## src/rtl/disp_ctrl_pkg.sv

```systemverilog
package disp_ctrl_pkg;
  localparam int unsigned WORD_W  = 32;
  localparam int unsigned CMD_W   = 8;
  localparam int unsigned NUM_ENV = 8;

  localparam logic [WORD_W-1:0] STATUS_RST = 32'h1480_2000;

  localparam logic [CMD_W-1:0] CMD_FULL_RST  = 8'h00;
  localparam logic [CMD_W-1:0] CMD_FLUSH     = 8'h01;
  localparam logic [CMD_W-1:0] CMD_BLANK     = 8'h03;
  localparam logic [CMD_W-1:0] CMD_DMA       = 8'h04;
  localparam logic [CMD_W-1:0] CMD_START     = 8'h05;
  localparam logic [CMD_W-1:0] CMD_HRANGE    = 8'h06;
  localparam logic [CMD_W-1:0] CMD_VRANGE    = 8'h07;
  localparam logic [CMD_W-1:0] CMD_MODE      = 8'h08;
  localparam logic [3:0]       CMD_QUERY_HI  = 4'h1;

  localparam int unsigned BLANK_BIT = 23;
  localparam int unsigned DMA_LO    = 29;
  localparam int unsigned MODE_LO   = 16;
  localparam int unsigned MODE_W    = 7;

  localparam logic [4:0] ENV_TAG = 5'b11100;

  function automatic logic [WORD_W-1:0] env_reset_val(input int unsigned idx);
    logic [CMD_W-1:0] tag;
    tag = 8'hE0 + CMD_W'(idx);
    return {tag, 24'h0};
  endfunction
endpackage

```

## src/rtl/disp_status_reg.sv

```systemverilog
module disp_status_reg
  import disp_ctrl_pkg::*;
(
  input  logic              clk_i,
  input  logic              rst_ni,
  input  logic              we_i,
  input  logic [CMD_W-1:0]  cmd_i,
  input  logic [6:0]        arg_i,
  output logic [WORD_W-1:0] status_o
);
  logic [WORD_W-1:0] st_q;

  always_ff @(posedge clk_i or negedge rst_ni) begin
    if (!rst_ni) begin
      st_q <= STATUS_RST;
    end else if (we_i) begin
      case (cmd_i)
        CMD_FULL_RST: st_q <= STATUS_RST;
        CMD_BLANK:    st_q[BLANK_BIT] <= arg_i[0];
        CMD_DMA:      st_q[DMA_LO+1:DMA_LO] <= arg_i[1:0];
        CMD_MODE:     st_q[MODE_LO+MODE_W-1:MODE_LO] <= {arg_i[5:0], arg_i[6]};
        default: ;
      endcase
    end
  end

  assign status_o = st_q;

  assert_blank_R4: assert property (@(posedge clk_i) disable iff (!rst_ni)
    (we_i && cmd_i == CMD_BLANK) |=> (status_o[BLANK_BIT] == $past(arg_i[0])));
  assert_dma_R5: assert property (@(posedge clk_i) disable iff (!rst_ni)
    (we_i && cmd_i == CMD_DMA) |=> (status_o[DMA_LO+1:DMA_LO] == $past(arg_i[1:0])));
  assert_mode_keep_R8: assert property (@(posedge clk_i) disable iff (!rst_ni)
    (we_i && cmd_i == CMD_MODE) |=> (status_o[15:0] == $past(status_o[15:0])));
  assert_full_rst_R2: assert property (@(posedge clk_i) disable iff (!rst_ni)
    (we_i && cmd_i == CMD_FULL_RST) |=> (status_o == STATUS_RST));
  assert_other_stable_R13: assert property (@(posedge clk_i) disable iff (!rst_ni)
    (we_i && cmd_i > CMD_MODE) |=> $stable(status_o));
endmodule

```

## src/rtl/disp_range_regs.sv

```systemverilog
module disp_range_regs
  import disp_ctrl_pkg::*;
#(
  parameter int unsigned SX_W = 10,
  parameter int unsigned SY_W = 9,
  parameter int unsigned H_W  = 12,
  parameter int unsigned V_W  = 10
) (
  input  logic              clk_i,
  input  logic              rst_ni,
  input  logic              we_i,
  input  logic [WORD_W-1:0] data_i,
  output logic [SX_W-1:0]   start_x_o,
  output logic [SY_W-1:0]   start_y_o,
  output logic [H_W-1:0]    h_start_o,
  output logic [H_W-1:0]    h_end_o,
  output logic [V_W-1:0]    v_start_o,
  output logic [V_W-1:0]    v_end_o
);
  logic [CMD_W-1:0] cmd;
  assign cmd = data_i[WORD_W-1 -: CMD_W];

  always_ff @(posedge clk_i or negedge rst_ni) begin
    if (!rst_ni) begin
      start_x_o <= '0; start_y_o <= '0;
      h_start_o <= '0; h_end_o   <= '0;
      v_start_o <= '0; v_end_o   <= '0;
    end else if (we_i) begin
      case (cmd)
        CMD_FULL_RST: begin
          start_x_o <= '0; start_y_o <= '0;
          h_start_o <= '0; h_end_o   <= '0;
          v_start_o <= '0; v_end_o   <= '0;
        end
        CMD_START: begin
          start_x_o <= data_i[SX_W-1:0];
          start_y_o <= data_i[SX_W +: SY_W];
        end
        CMD_HRANGE: begin
          h_start_o <= data_i[H_W-1:0];
          h_end_o   <= data_i[H_W +: H_W];
        end
        CMD_VRANGE: begin
          v_start_o <= data_i[V_W-1:0];
          v_end_o   <= data_i[V_W +: V_W];
        end
        default: ;
      endcase
    end
  end

  assert_start_R6: assert property (@(posedge clk_i) disable iff (!rst_ni)
    (we_i && cmd == CMD_START) |=> (start_x_o == $past(data_i[SX_W-1:0])));
  assert_hold_R13: assert property (@(posedge clk_i) disable iff (!rst_ni)
    (we_i && cmd > CMD_MODE) |=> ($stable(h_end_o) && $stable(v_end_o) && $stable(start_y_o)));
endmodule

```

## src/rtl/disp_info_query.sv

```systemverilog
module disp_info_query
  import disp_ctrl_pkg::*;
#(
  parameter int unsigned N_ENV = NUM_ENV
) (
  input  logic              clk_i,
  input  logic              rst_ni,
  input  logic              we_i,
  input  logic [CMD_W-1:0]  cmd_i,
  input  logic [3:0]        sel_i,
  input  logic              env_we_i,
  input  logic [WORD_W-1:0] env_data_i,
  output logic [WORD_W-1:0] readback_o
);
  localparam int unsigned IDX_W = $clog2(N_ENV);

  logic [WORD_W-1:0] env_q [N_ENV];
  logic              full_rst, is_query, env_hit;
  logic [IDX_W-1:0]  env_idx;

  assign full_rst = we_i && (cmd_i == CMD_FULL_RST);
  assign is_query = we_i && (cmd_i[7:4] == CMD_QUERY_HI);
  assign env_hit  = env_we_i && (env_data_i[31:27] == ENV_TAG);
  assign env_idx  = env_data_i[24 +: IDX_W];

  for (genvar g = 0; g < N_ENV; g++) begin : g_env
    always_ff @(posedge clk_i or negedge rst_ni) begin
      if (!rst_ni)                                env_q[g] <= env_reset_val(g);
      else if (full_rst)                          env_q[g] <= env_reset_val(g);
      else if (env_hit && env_idx == IDX_W'(g))   env_q[g] <= env_data_i;
    end
  end

  always_ff @(posedge clk_i or negedge rst_ni) begin
    if (!rst_ni) begin
      readback_o <= '0;
    end else if (full_rst) begin
      readback_o <= '0;
    end else if (is_query) begin
      case (sel_i)
        4'h2, 4'h3, 4'h4: readback_o <= env_q[sel_i[IDX_W-1:0]] & 32'h000F_FFFF;
        4'h5:             readback_o <= env_q[5] & 32'h003F_FFFF;
        4'h7:             readback_o <= 32'd2;
        default: ;
      endcase
    end
  end

  assert_query_const_R10: assert property (@(posedge clk_i) disable iff (!rst_ni)
    (is_query && sel_i == 4'h7) |=> (readback_o == 32'd2));
  assert_query_keep_R10: assert property (@(posedge clk_i) disable iff (!rst_ni)
    (is_query && !(sel_i inside {4'h2, 4'h3, 4'h4, 4'h5, 4'h7})) |=> $stable(readback_o));
  assert_query_mask_R9: assert property (@(posedge clk_i) disable iff (!rst_ni)
    (is_query && sel_i == 4'h3) |=> (readback_o[31:20] == 12'h0));
endmodule

```

## src/rtl/disp_ctrl_dec.sv

```systemverilog
module disp_ctrl_dec
  import disp_ctrl_pkg::*;
(
  input  logic        clk_i,
  input  logic        rst_ni,
  input  logic        wr_en_i,
  input  logic [31:0] wr_data_i,
  input  logic        env_we_i,
  input  logic [31:0] env_data_i,
  output logic [31:0] status_o,
  output logic [31:0] readback_o,
  output logic [9:0]  start_x_o,
  output logic [8:0]  start_y_o,
  output logic [11:0] h_start_o,
  output logic [11:0] h_end_o,
  output logic [9:0]  v_start_o,
  output logic [9:0]  v_end_o,
  output logic [1:0]  dma_dir_o,
  output logic        blank_o,
  output logic [6:0]  mode_o,
  output logic        cmd_flush_o
);
  logic [CMD_W-1:0] cmd;
  logic             flush_q;

  assign cmd = wr_data_i[WORD_W-1 -: CMD_W];

  disp_status_reg u_status (
    .clk_i, .rst_ni,
    .we_i    (wr_en_i),
    .cmd_i   (cmd),
    .arg_i   (wr_data_i[6:0]),
    .status_o(status_o)
  );

  disp_range_regs #(.SX_W(10), .SY_W(9), .H_W(12), .V_W(10)) u_range (
    .clk_i, .rst_ni,
    .we_i     (wr_en_i),
    .data_i   (wr_data_i),
    .start_x_o(start_x_o),
    .start_y_o(start_y_o),
    .h_start_o(h_start_o),
    .h_end_o  (h_end_o),
    .v_start_o(v_start_o),
    .v_end_o  (v_end_o)
  );

  disp_info_query #(.N_ENV(NUM_ENV)) u_query (
    .clk_i, .rst_ni,
    .we_i      (wr_en_i),
    .cmd_i     (cmd),
    .sel_i     (wr_data_i[3:0]),
    .env_we_i  (env_we_i),
    .env_data_i(env_data_i),
    .readback_o(readback_o)
  );

  always_ff @(posedge clk_i or negedge rst_ni) begin
    if (!rst_ni) flush_q <= 1'b0;
    else         flush_q <= wr_en_i && (cmd == CMD_FULL_RST || cmd == CMD_FLUSH);
  end

  assign cmd_flush_o = flush_q;
  assign dma_dir_o   = status_o[DMA_LO+1:DMA_LO];
  assign blank_o     = status_o[BLANK_BIT];
  assign mode_o      = status_o[MODE_LO +: MODE_W];

  assert_flush_src_R3: assert property (@(posedge clk_i) disable iff (!rst_ni)
    cmd_flush_o |-> $past(wr_en_i && (cmd == CMD_FULL_RST || cmd == CMD_FLUSH)));
  assert_flush_keep_R3: assert property (@(posedge clk_i) disable iff (!rst_ni)
    (wr_en_i && cmd == CMD_FLUSH) |=> ($stable(status_o) && $stable(readback_o)));
endmodule

```

## config.mk

```make
export PLATFORM = sky130hd
export DESIGN_NAME = disp_ctrl_dec
export DESIGN_NICKNAME = d
export VERILOG_FILES = /design/src/rtl/disp_ctrl_pkg.sv /design/src/rtl/disp_status_reg.sv /design/src/rtl/disp_range_regs.sv /design/src/rtl/disp_info_query.sv /design/src/rtl/disp_ctrl_dec.sv
export SDC_FILE = /design/constraint.sdc
export NUM_CORES = 1
export LEC_CHECK = 0
export ABC_AREA = 1
export BUFFER_PORTS_ARGS = -buffer_cell sky130_fd_sc_hd__buf_2
export CAP_MARGIN = 25
export CORE_MARGIN = 2
export CORE_UTILIZATION = 59
export CTS_BUF_LIST = sky130_fd_sc_hd__clkbuf_8
export DETAILED_ROUTE_END_ITERATION = 16
export PLACE_DENSITY = 0.89
export SLEW_MARGIN = 20
export SYNTH_ARGS = -nofsm -noshare
export SYNTH_HDL_FRONTEND = slang
export SYNTH_SLANG_ARGS = --single-unit
```

## constraint.sdc

```tcl
create_clock -name clk_i -period 0.98 [get_ports clk_i]
set_input_delay 0.147 -clock clk_i [delete_from_list [all_inputs] [get_ports clk_i]]
set_output_delay 0.147 -clock clk_i [all_outputs]
set_load 0.01 [all_outputs]
```

==> results.ini, run 1 <==
[status]
status = stopped before the end
haltStage = 5_1_grt
error = [ERROR GRT-0232] Routing congestion too high. Check the congestion heatmap in the GUI.

[synth]
synth_compound_area_share_pct = 1.726
synth.area.top_cells = dfrtp_1, nand3_1, nand2_1
yosysTopAreaCell = dfrtp_1
ys_seq_elements = 258
synthSimpleGateAreaFrac_pct = 37.34
yosysWarningCount = 0
syn-instance-count = 1660
syn_avg_cell_area_um2 = 7.858
synth_mux_area_share_pct = 0
ys_seq_area_share_pct = 49.50
netlist_area_um2 = 13050
synth_top_area_share_pct = 49.30
synth_top_family_by_area = simple AND/OR/NAND/NOR gates
ys_types = 27
synth_fa_ha_area_share_pct = 0
synth_xor_area_share_pct = 0

[placement]
placed_cells = 2084
dp_hpwl_mm = 26.07
dp_worst_setup_slack_ps = -490.4
gp_congestion = 0.9099
port_buffers = 171

[floorplan]
rows = 54
fp.dieW_um = 152.7
die_h_um = 152.7
pin_count = 206
start_util_pct = 59.96

[cts]
cts_root_buf = clkbuf_8
htreeDepth = 2
cts.sinks = 258
clockBufferDepth = 3
cts_inserted_buffers = 43

[global_route]
antenna_found_initial = 17
grt_overflow_total = 50
grt_start_max_net_pins = 100
grt.total_usage_pct = 76.32

[timing]
grt-worst-endpoint = status_o[23]
worst-ep-kind = top-level output

-- through the flow --
stage	cell area [µm²]	TNS, ps
after floorplan	13780	-27090
after global placement	14890	-102540
after detailed placement	14890	-107970
after CTS	16760	-27900
-- cells by family after synthesis --
| logic type | Yosys count |
|---|---|
| compound gates | 45 |
| buf+inv | 244 |
| flops | 258 |
| other cells | 2 |
| simple gates | 1111 |
-- what timing repair did --
action | in CTS
gates resized for setup | 25
hold endpoints to repair | 476
pin swaps | 3
endpoints found under the setup margin | 112
hold buffers | 45
buffers inserted | 67
-- per-layer routing --
layer / global-route usage (%) / overflow
met5: 44.31 / 1
met4: 75.57 / 24
met3: 71.50 / 2
met1: 74.08 / 3
met2: 86.12 / 20
-- synth_stat cells, drive strengths merged --
| cell | number |
|---|---|
| o21ai | 30 |
| nand3b | 1 |
| nor2 | 64 |
| nor3 | 1 |
| dfrtp | 257 |
| nor3b | 1 |
| clkbuf | 47 |
| nand3 | 491 |
| inv | 61 |
| nand2 | 550 |
| nand4 | 2 |
| dfstp | 1 |
| conb | 2 |
| buf | 136 |
| nor4 | 1 |
| a21oi | 15 |
==> run 2, diff against run 1 <==
--- a/config.mk
+++ b/config.mk
@@ -9,10 +9,9 @@
 export BUFFER_PORTS_ARGS = -buffer_cell sky130_fd_sc_hd__buf_2
 export CAP_MARGIN = 25
 export CORE_MARGIN = 2
-export CORE_UTILIZATION = 59
-export CTS_BUF_LIST = sky130_fd_sc_hd__clkbuf_8
+export CORE_UTILIZATION = 40
 export DETAILED_ROUTE_END_ITERATION = 16
-export PLACE_DENSITY = 0.89
+export PLACE_DENSITY_LB_ADDON = 0.15
 export SLEW_MARGIN = 20
 export SYNTH_ARGS = -nofsm -noshare
 export SYNTH_HDL_FRONTEND = slang
==> run 2 against run 1 <==
The flow now finishes, with violations (negative setup slack). Synthesized area stayed put. Synthesized cell count stayed put.
==> results.ini, run 2 <==
[status]
status = finished, violations left
failed_checks = negative setup slack

[cells_and_area]
post-route-util_pct = 54.67
final_common_cell = nand2_1
fillers = 3051
area_growth_pct = 35.32
multi_input_area_um2 = 5823
final_cells = 2447
largest_register_ffs = 162
nNetsFinal = 2051
drive_above_1_share_pct = 29.83
diodes = 0
top_regs = u_query.env_q (162), u_query.readback_o (22)
regArea_um2 = 6457
largest_register = u_query.env_q
layout_common_cells = nand2_1, nand3_1, dfrtp_1, buf_4, buf_2

[routing]
wire_per_inst_um = 16.98
first_pass_iters = 5
drt_drc_violations_left = 0
detail-route-antenna-nets = 0
vias = 12270
wl_mm = 41.56
drtIter0Drc = 984
viasPerCell = 5.013

[power_and_ir_drop]
ir_worst_vdd_uv = 1276
power.leakage_nw = 9.549
powerDensity_nw_per_um2 = 1495
p_total_w = 0.02639

[run]
cap_violations = 0

[timing]
timing.final.crit_share_pct = 141.7
finalClockSkew_ps = 6.140
hold_viol_final = 0
drv_slew = 0
fmax_mhz = 720.1
setup_ws_ps = -408.8
grt_setup_unrepaired = yes
setup_viol = 108
min_period_ps = 1389

[synth]
ys_top_cells_by_count = nand2_1, nand3_1, dfrtp_1, nor2_1, inv_1
syn-instance-count = 1660
synth-edff-count = 0
ys_types = 27
netlist_area_um2 = 13050
ys_seq_area_share_pct = 49.50
syn_avg_cell_area_um2 = 7.858
synth_flop_cell = dfrtp_1
yosysWarningCount = 0
synth.area.top_cells = dfrtp_1, nand3_1, nand2_1
synth-async-reset-ratio_pct = 100.0
synth_top_area_share_pct = 49.30
ys_seq_elements = 258
yosysMostFrequentCell = nand2_1
yosysTopAreaCell = dfrtp_1

[global_route]
antenna_found_initial = 1
grt_pass1_wl_mm = 64.34
grt.total_usage_pct = 23.93
grt_overflow_total = 0
grt_start_max_net_pins = 95
first_global_vias = 11390

[setup_path]
cp_max_fo = 3
worst_ep_arrival_time_ps = 1240
crit_family = flip-flops
start_kind = flip-flop
max_stage_delay_ps = 580
critPathKind = flip-flop to output port
worstPathRequired_ps = 830
end_kind = output port
timing.critical_path.buf_inv = 1
crit_chain = buf_6
rrSetupSlack_ps = -30
worst_path_max_delay_cell = dfstp_2

[floorplan]
fp.dieW_um = 184.6
design.core.area_um2 = 32290
dieArea_um2 = 34070
die_h_um = 184.6
start_util_pct = 40.40
rows = 66
pin_count = 206

[placement]
gp_congestion = 0.8111
dp_worst_setup_slack_ps = -534.6
placed_cells = 2243
dp_hpwl_mm = 27.34
port_buffers = 171

[cts]
cts_tree = built
cts_inserted_buffers = 30
htreeDepth = 1
cts.sinks = 258
worst_skew_pair.late_latency_ps = 550
path_clk_slew_ps = 60
clockBufferDepth = 3
cts_root_buf = clkbuf_16

[worst_hold_path]
hold_path_class = input pin to flip-flop

## run 2: cell counts after synthesis
No cell type changed its count.
## run 2: worst paths after layout
kind	start	to	depth (start not counted)
max in group asynchronous	rst_ni	u_query.readback_o[3]$_DFFE_PN0P_	3
min in group asynchronous	rst_ni	u_range.start_y_o[4]$_DFFE_PN0P_	2
hold reg to reg	u_query.env_q[161]$_DFFE_PN0P_	u_query.env_q[161]$_DFFE_PN0P_	2
setup reg to reg	u_query.env_q[43]$_DFFE_PN0P_	u_query.readback_o[11]$_DFFE_PN0P_	6
hold / removal	wr_data_i[2]	u_range.start_x_o[2]$_DFFE_PN0P_	4
setup / recovery	u_status.status_o[23]$_DFFE_PN1P_	blank_o	1
## run 2: through the flow
stage / TNS, ps / instance area, µm² / hold slack, ps
6_report: -25980 / 17650 / 32.61
5_1_grt: -29910 / 17650 / 40.15
4_1_cts: -27670 / 17150 / 22.48
3_5_place_dp: -115150 / 15070 / 81.09
3_3_place_gp: -112220 / 15070 / 81.49
2_1_floorplan: -27090 / 13780 / -148.6
## run 2: cells by family after synthesis
| family | Yosys count | share of synthesized area, % |
|---|---|---|
| AOI/OAI and AO/OA | 45 | 1.726 |
| and+or+nand+nor | 1111 | 37.34 |
| buffers and inverters | 244 | 11.38 |
| DFF | 258 | 49.50 |
| other | 2 | 0.05757 |
## run 2: cell type report
cell class	count	area share, %
Multi-Input combinational cell	1188	32.99
Timing Repair Buffer	444	20.12
Clock buffer	41	4.721
Clock inverter	13	1.021
Inverter	61	1.439
Tap cell	442	3.133
Sequential cell	258	36.58
## run 2: metal layers
| layer | track usage, % | vias up | part of all wire (%) |
|---|---|---|---|
| met4 | 4.480 | 2 | 1.6 |
| met2 | 39.70 | 366 | 47 |
| met5 | 0 | - | 0.026 |
| li1 | - | 5964 | - |
| met1 | 33.77 | 5884 | 46 |
| met3 | 3.122 | 50 | 5.6 |
## run 2: power breakdown
part           internal, W  total, W  switching [W]  leakage [nW]
logic              0.00156   0.00331        0.00175          5.51
clock network      0.00699    0.0115        0.00454         0.498
registers           0.0112    0.0115       0.000344          3.55
total               0.0198    0.0264        0.00664          9.55
## run 2: timing repair
item / 4_1_cts / 5_1_grt
gates cloned: 0 / 0
endpoints found under the setup margin: 113 / 178
endpoints found under the hold margin: 474 / 0
hold buffers: 45 / 0
buffers inserted: 62 / 43
resized for setup: 37 / 42
pin swaps: 7 / 45
(Power assumes the default switching activity.)
